**src/rtl/sa_dl_pkg.sv**
```systemverilog
package sa_dl_pkg;
  localparam int unsigned SA_COUNT = 5;
  localparam int unsigned TS_BITS  = 8;

  typedef struct packed {
    logic rise;
    logic fall;
  } dl_evt_t;
endpackage

```
**src/rtl/dl_clk_gen.sv**
```systemverilog
module dl_clk_gen
  import sa_dl_pkg::*;
(
  input  logic    clk_i,
  input  logic    rst_ni,
  input  logic    frame_i,
  output logic    dlclk_o,
  output dl_evt_t evt_o
);
  logic dlclk_q;

  always_ff @(posedge clk_i or negedge rst_ni) begin
    if (!rst_ni)      dlclk_q <= 1'b0;
    else if (frame_i) dlclk_q <= ~dlclk_q;
  end

  assign dlclk_o    = dlclk_q;
  assign evt_o.rise = frame_i & ~dlclk_q;
  assign evt_o.fall = frame_i &  dlclk_q;


  dlclk_toggle_chk: assert property (@(posedge clk_i) disable iff (!rst_ni)
    frame_i |=> (dlclk_o != $past(dlclk_o)));

  dlclk_hold_chk: assert property (@(posedge clk_i) disable iff (!rst_ni)
    !frame_i |=> $stable(dlclk_o));
endmodule

```
**src/rtl/dl_sel_decode.sv**
```systemverilog
module dl_sel_decode #(
  parameter int unsigned NUM_SA = sa_dl_pkg::SA_COUNT
) (
  input  logic [NUM_SA-1:0] sel_i,
  output logic              en_o,
  output logic [NUM_SA-1:0] mask_o
);
  localparam int unsigned CNT_W = $clog2(NUM_SA + 1);

  logic [CNT_W-1:0] ones;

  always_comb begin
    ones = '0;
    for (int i = 0; i < NUM_SA; i++) ones = ones + CNT_W'(sel_i[i]);
  end

  assign en_o   = (ones == CNT_W'(1));
  assign mask_o = en_o ? sel_i : '0;
endmodule

```
**src/rtl/dl_rx_path.sv**
```systemverilog
module dl_rx_path #(
  parameter int unsigned NUM_SA = sa_dl_pkg::SA_COUNT,
  parameter int unsigned BYTE_W = sa_dl_pkg::TS_BITS
) (
  input  logic              clk_i,
  input  logic              rst_ni,
  input  logic              en_i,
  input  logic [NUM_SA-1:0] mask_i,
  input  logic [BYTE_W-1:0] nfas_i,
  input  logic              nfas_vld_i,
  input  logic              fall_i,
  output logic              rxdl_o
);
  logic [NUM_SA-1:0] sa_vec;
  logic              pick;
  logic              hold_q;
  logic              rxdl_q;

  // Sa4 sits nearest the MSB: select bit k maps to byte bit NUM_SA-1-k
  for (genvar k = 0; k < NUM_SA; k++) begin : g_map
    assign sa_vec[k] = nfas_i[NUM_SA-1-k];
  end

  assign pick = |(sa_vec & mask_i);

  always_ff @(posedge clk_i or negedge rst_ni) begin
    if (!rst_ni) begin
      hold_q <= 1'b1;
      rxdl_q <= 1'b1;
    end else begin
      if (nfas_vld_i && en_i) hold_q <= pick;
      if (fall_i)             rxdl_q <= hold_q;
    end
  end

  assign rxdl_o = en_i ? rxdl_q : 1'b1;


  rx_align_chk: assert property (@(posedge clk_i) disable iff (!rst_ni)
    !fall_i |=> $stable(rxdl_q));
endmodule

```
**src/rtl/dl_tx_path.sv**
```systemverilog
module dl_tx_path (
  input  logic clk_i,
  input  logic rst_ni,
  input  logic cap_i,
  input  logic txdl_i,
  output logic tx_bit_o
);
  logic tx_q;

  // cap_i is the internal (inverted) clock rising edge
  always_ff @(posedge clk_i or negedge rst_ni) begin
    if (!rst_ni)    tx_q <= 1'b1;
    else if (cap_i) tx_q <= txdl_i;
  end

  assign tx_bit_o = tx_q;


  tx_capture_chk: assert property (@(posedge clk_i) disable iff (!rst_ni)
    cap_i |=> (tx_bit_o == $past(txdl_i)));

  tx_hold_chk: assert property (@(posedge clk_i) disable iff (!rst_ni)
    !cap_i |=> $stable(tx_bit_o));
endmodule

```
**src/rtl/sa_data_link.sv**
```systemverilog
module sa_data_link
  import sa_dl_pkg::*;
#(
  parameter int unsigned NUM_SA = SA_COUNT,
  parameter int unsigned BYTE_W = TS_BITS
) (
  input  logic              clk_i,
  input  logic              rst_ni,
  input  logic              frame_i,
  input  logic [NUM_SA-1:0] sel_i,
  input  logic [BYTE_W-1:0] rx_nfas_i,
  input  logic              rx_nfas_vld_i,
  input  logic              txdl_i,
  output logic              dlclk_o,
  output logic              rxdl_o,
  output logic              tx_bit_o,
  output logic              tx_ovr_o,
  output logic [NUM_SA-1:0] tx_sa_mask_o
);
  dl_evt_t           evt;
  logic              en;
  logic [NUM_SA-1:0] mask;

  dl_clk_gen i_clk_gen (
    .clk_i  (clk_i),
    .rst_ni (rst_ni),
    .frame_i(frame_i),
    .dlclk_o(dlclk_o),
    .evt_o  (evt)
  );

  dl_sel_decode #(.NUM_SA(NUM_SA)) i_sel_decode (
    .sel_i (sel_i),
    .en_o  (en),
    .mask_o(mask)
  );

  dl_rx_path #(.NUM_SA(NUM_SA), .BYTE_W(BYTE_W)) i_rx_path (
    .clk_i     (clk_i),
    .rst_ni    (rst_ni),
    .en_i      (en),
    .mask_i    (mask),
    .nfas_i    (rx_nfas_i),
    .nfas_vld_i(rx_nfas_vld_i),
    .fall_i    (evt.fall),
    .rxdl_o    (rxdl_o)
  );

  dl_tx_path i_tx_path (
    .clk_i   (clk_i),
    .rst_ni  (rst_ni),
    .cap_i   (evt.fall),
    .txdl_i  (txdl_i),
    .tx_bit_o(tx_bit_o)
  );

  assign tx_ovr_o     = en;
  assign tx_sa_mask_o = mask;


  sel_onehot_chk: assert property (@(posedge clk_i) disable iff (!rst_ni)
    ($countones(sel_i) == 1) |-> (tx_ovr_o && tx_sa_mask_o == sel_i));

  sel_invalid_chk: assert property (@(posedge clk_i) disable iff (!rst_ni)
    ($countones(sel_i) != 1) |-> (!tx_ovr_o && tx_sa_mask_o == '0 && rxdl_o));

  mask_onehot_chk: assert property (@(posedge clk_i) disable iff (!rst_ni)
    $onehot0(tx_sa_mask_o));
endmodule

```
**config.mk**
```make
export PLATFORM = sky130hd
export DESIGN_NAME = sa_data_link
export DESIGN_NICKNAME = d
export VERILOG_FILES = /design/src/rtl/sa_dl_pkg.sv /design/src/rtl/dl_clk_gen.sv /design/src/rtl/dl_sel_decode.sv /design/src/rtl/dl_rx_path.sv /design/src/rtl/dl_tx_path.sv /design/src/rtl/sa_data_link.sv
export SDC_FILE = /design/constraint.sdc
export NUM_CORES = 1
export LEC_CHECK = 0
export BUFFER_PORTS_ARGS = -buffer_cell sky130_fd_sc_hd__buf_2
export CORE_AREA = 10 10 47 49
export DETAILED_ROUTE_END_ITERATION = 6
export DIE_AREA = 0 0 57 59
export PLACE_DENSITY_LB_ADDON = 0.3
export SYNTH_ARGS = -nofsm -noshare
export SYNTH_HDL_FRONTEND = slang
export SYNTH_SLANG_ARGS = --single-unit
```
**constraint.sdc**
```tcl
create_clock -name clk_i -period 2.55 [get_ports clk_i]
set_input_delay 0.3825 -clock clk_i [delete_from_list [all_inputs] [get_ports clk_i]]
set_output_delay 0.3825 -clock clk_i [all_outputs]
set_load 0.01 [all_outputs]
```
# After elaboration in Yosys (flattened, before gate mapping)
# Cells that the tools add are included.
# totals
ff_bits,4
input_bits,18
out_inout_bits,9
# op_classes
n_addsub,4
n_eq_ne,1
muxes,2
n_bitwise,3
reduce_logical,2
# ops
operator,count
3-bit by 1-bit adder with 3-bit output,3
5-bit bitwise AND,1
5-bit two-way mux,1
5-bit OR reduction,1
3-bit by 1-bit equality test with 1-bit output (second input constant),1
1-bit by 1-bit adder with 2-bit output,1
1-bit bitwise AND,1
1-bit logical AND,1
1-bit two-way mux,1
1-bit inverter,1

# Logic depth before layout (Yosys ltp)
# logic_depth
ltp_word,8
depth_mapped,9
mapped_depth_nobuf,9

# By module
# Synthesis repeated with hierarchy kept, for this count alone.
# unflattened
cells_unflattened,29
hier_area_um2,346.6
# by_module_without_submodules
module,n_inst,cells_each,area_each_um2
dl_sel_decode,1,15,153.9
dl_rx_path,1,8,101.3
dl_clk_gen,1,4,50.0
dl_tx_path,1,2,41.3

# Least setup slack after synthesis
# OpenSTA, ideal clock, no wires.
# synth_path
path_kind,input -> output
startpoint,input port sel_i[0]
endpoint,output port tx_sa_mask_o[0]
t_arrival_ns,2.388
required_ns,2.168
setup_slack_ns,-0.220
path_stages,8
cell_sequence,ha_1 > inv_1 > fa_1 > inv_1 > ha_1 > fa_1 > nor3b_4 > and2_1
# synth_via
elab_chain_len,6
# synth_lines
element,line_no,source
from (decl),sa_data_link.sv:10,"input logic [NUM_SA-1:0] sel_i,"
1-bit by 1-bit adder with 2-bit output,dl_sel_decode.sv:14,for (int i = 0; i < NUM_SA; i++) ones = ones + CNT_W'(sel_i[i]);
3-bit by 1-bit adder with 3-bit output (3 in a row),dl_sel_decode.sv:14,
3-bit by 1-bit equality test with 1-bit output,dl_sel_decode.sv:17,assign en_o = (ones == CNT_W'(1));
named net tx_ovr_o,sa_data_link.sv:17,"output logic tx_ovr_o,"
5-bit two-way mux,dl_sel_decode.sv:18,assign mask_o = en_o ? sel_i : '0;
to (decl),sa_data_link.sv:18,output logic [NUM_SA-1:0] tx_sa_mask_o
# The timed path passes the listed nets, and every way through them passes these cells.

# Final worst setup path
# layout_path
startpoint,input port sel_i[1]
endpoint,output port rxdl_o
# layout_via
elab_chain_len,6
# layout_lines
element,line_no,source
1-bit by 1-bit adder with 2-bit output,dl_sel_decode.sv:14,
3-bit by 1-bit adder with 3-bit output (3 in a row),dl_sel_decode.sv:14,
3-bit by 1-bit equality test with 1-bit output,dl_sel_decode.sv:17,
1-bit two-way mux,dl_rx_path.sv:36,assign rxdl_o = en_i ? rxdl_q : 1'b1;
to (decl),sa_data_link.sv:15,"output logic rxdl_o,"
# No other way between the ends.

==> key figures <==
Route
  – DR vias/cell: 4.24
  – Vias: 331
  – Wirelength per Cell: 11.5 um
  – Post-route DRC: 0
  – DRT Pass-1 Iters: 6
  – Iter 0 DRT Violations: 9
  – Drt total wl: 894 um
  – Post-route ant nets: 0

Floorplan
  – Die W: 57 um
  – Die Y: 59 um
  – Starting density of the core: 0.224
  – Die footprint: 3360 um^2
  – Number of top-level pins: 27
  – CORE AREA: 1400 um^2
  – FP Rows: 14

Timing
  – Worst Tran Pin Value: 0.263 ns
  – Max Fclk: 344 MHz
  – Final setup vio count: 7
  – Tmin final: 2.91 ns
  – Hold slack final: 0.339 ns
  – Period utilization: 1.14
  – Final Slew Violations: 0
  – RSZ-0062 raised after global routing: true
  – Clock Skew: 0.00662 ns
  – Final number of hold-violating endpoints: 0
  – Slew headroom: 0.825
  – Setup ws final: -0.357 ns

Synth
  – Post-synth EDFFs: 0
  – Post-synth top area share: 0.251
  – Synthesized netlist cell count: 29
  – Synth cell types: 16
  – #FFs+latches synth: 4
  – Synth Flop Type: dfstp_2
  – Top cells by area, synth: dfstp_2 (25%), fa_1 (13%), and2_1 (10%)
  – Post-synthesis sequential area ratio: 0.331
  – Syn avg cell area: 10.8 um^2
  – Warnings from Yosys: 0
  – Synthesized Nets: 51
  – Post-synthesis cell area: 314 um^2
  – Synth async-reset ratio: 1.00
  – Yosys top cell by area: dfstp_2

Setup path
  – Worst path required time: 2.17 ns
  – R2R cell count: 2
  – R2r setup slk: 1.65 ns
  – Worst R2R End: i_rx_path.rxdl_q$_DFFE_PN1P_
  – Crit path DAT: 2.52 ns
  – Worst Path Max Fanout: 6
  – Critical Path Start Type: primary input
  – R2r startpoint: i_clk_gen.dlclk_o$_DFFE_PN0P_
  – Critical path type: in2out
  – Crit end category: primary output

Power
  – Reg power frac: 0.325
  – P_leak: 0.295 nW
  – PD cells: 696 nW/um^2
  – Sw Ratio: 0.311
  – Switching power: 123 uW
  – Clock share of power: 0.221
  – Int Pwr: 272 uW
  – VDD IR max: 0.399 mV
  – Post-route total power: 395 uW
  – Comb pwr share: 0.453

Layout
  – Commonest non-fill, non-tap cell in the layout: buf_2
  – Commonest cells after routing, fill and taps aside: buf_2 (20), inv_1 (4), and2_1 (4), buf_4 (4)
  – Fin util: 0.404
  – Filler instances: 153
  – Non-filler instance count after layout: 78
  – Layout net count: 85
  – # diodes: 0
  – Share of layout cells above drive strength 1: 0.661
  – Reg area: 104 um^2
  – Footprint of the multi-input gates: 209 um^2
  – P&R area growth vs syn: 80.5%

GRT
  – Gr usage total: 0.0524
  – Largest net degree at the start of global routing: 7
  – Remaining Overflow, GRT: 0
  – First-pass GRT wire length: 1430 um
  – Initial antenna violation count: 0
  – Number of global-route vias before repair: 375

Hold path
  – WHS Endpoint: i_clk_gen.dlclk_o$_DFFE_PN0P_
  – Hold path cells: 2
  – Hold_sp: frame_i
  – Worst hold path type: in2reg

Status
  – Failing checks: negative setup slack
  – Outcome: finished, violations left

Clock tree
  – CTS tree: done
  – Clock tree buffer depth: 2
  – CTS H-tree depth: 1
  – CTS clock-pin slew for the worst setup and hold paths: 0.04 ns
  – CTS buffer count: 3
  – Clk_lat worst skew: 0.24 ns
  – # clock sinks: 4
  – Clock root buffer: clkbuf_4

Place
  – Placed insts: 72
  – GPL Wtd Cong: 0.669
  – Post-DP HPWL: 785 um
  – Dpl ws: -0.413 ns
  – PortBufs: 23

Flow run
  – Max-cap viol count: 0
-- cell usage after synthesis, drive strengths merged, types with 2 or more instances --
library cell,instances
dfstp,3
and2,5
mux2,2
inv,5
ha,2
fa,2
-- worst max-delay path: stages --
cell      delay, ns
buf_8          0.10
ha_4           0.25
inv_2          0.03
fa_1           0.47
inv_1          0.04
ha_2           0.16
fa_1           0.47
nor3b_4        0.29
buf_6          0.15
nand2b_1       0.05
buf_2          0.14
-- cells by family after synthesis --
logic type | after synthesis | share of synthesized area
adders and majority gates | 4 | 0.207
DFF | 4 | 0.331
muxes | 2 | 0.0717
buffers and inverters | 5 | 0.0598
and+or+nand+nor | 10 | 0.231
AOI/OAI and AO/OA | 3 | 0.0717
xor gates and xnor gates | 1 | 0.0279
-- power groups by stage --
stage / combinational (mW) / sequential, mW / clock [mW]
final: 0.179 / 0.128 / 0.0873
after detailed placement: 0.166 / 0.130 / 0
after CTS: 0.176 / 0.130 / 0.0885
after global placement: 0.164 / 0.130 / 0
after global routing: 0.199 / 0.134 / 0.0939
after floorplan: 0.0897 / 0.136 / 0
-- what timing repair did --
| action | CTS | global route |
|---|---|---|
| hold buffers | 1 | 0 |
| setup buffers | 0 | 1 |
| endpoints found under the setup margin | 7 | 7 |
| pin swaps | 4 | 4 |
| cloned | 0 | 0 |
| gates resized for setup | 5 | 1 |
| hold endpoints to repair | 1 | 0 |
-- flip-flops by register name, indices dropped and copies added (netlist names) --
register	flops
i_tx_path.tx_bit_o	1
i_clk_gen.dlclk_o	1
i_rx_path.hold_q	1
i_rx_path.rxdl_q	1
-- layer usage --
layer  GRT usage  up-vias  share of wire
met4      0.0201        0              0
met1      0.0442      159           0.36
li1            -      164              -
met3      0.0236        0          0.039
met5           0        -              0
met2       0.104        8           0.60
-- layout make-up --
class	instances	area share
clock buffer	4	0.0464
inverter	5	0.0331
multi-input combinational	20	0.369
sequential	4	0.183
tap	16	0.0353
timing repair buffer	29	0.333
-- worst max path at each step --
| stage | start | endpoint | slack [ns] | depth (start not counted) |
|---|---|---|---|---|
| 6_report | sel_i[1] | rxdl_o | -0.36 | 11 |
| 5_1_grt | sel_i[1] | rxdl_o | -0.46 | 11 |
| 4_1_cts | sel_i[1] | rxdl_o | -0.38 | 11 |
| 3_5_place_dp | sel_i[0] | rxdl_o | -0.41 | 11 |
| 3_3_place_gp | sel_i[1] | rxdl_o | -0.40 | 11 |
| 2_1_floorplan | sel_i[1] | tx_sa_mask_o[0] | -0.17 | 8 |
-- per-stage QoR --
step	cell area [um^2]	TNS, ns
6_report	567	-2.22
5_1_grt	567	-2.91
4_1_cts	556	-2.34
3_5_place_dp	497	-2.62
3_3_place_gp	497	-2.58
2_1_floorplan	332	-0.919
Note: power is estimated with default switching activity, not from simulation.
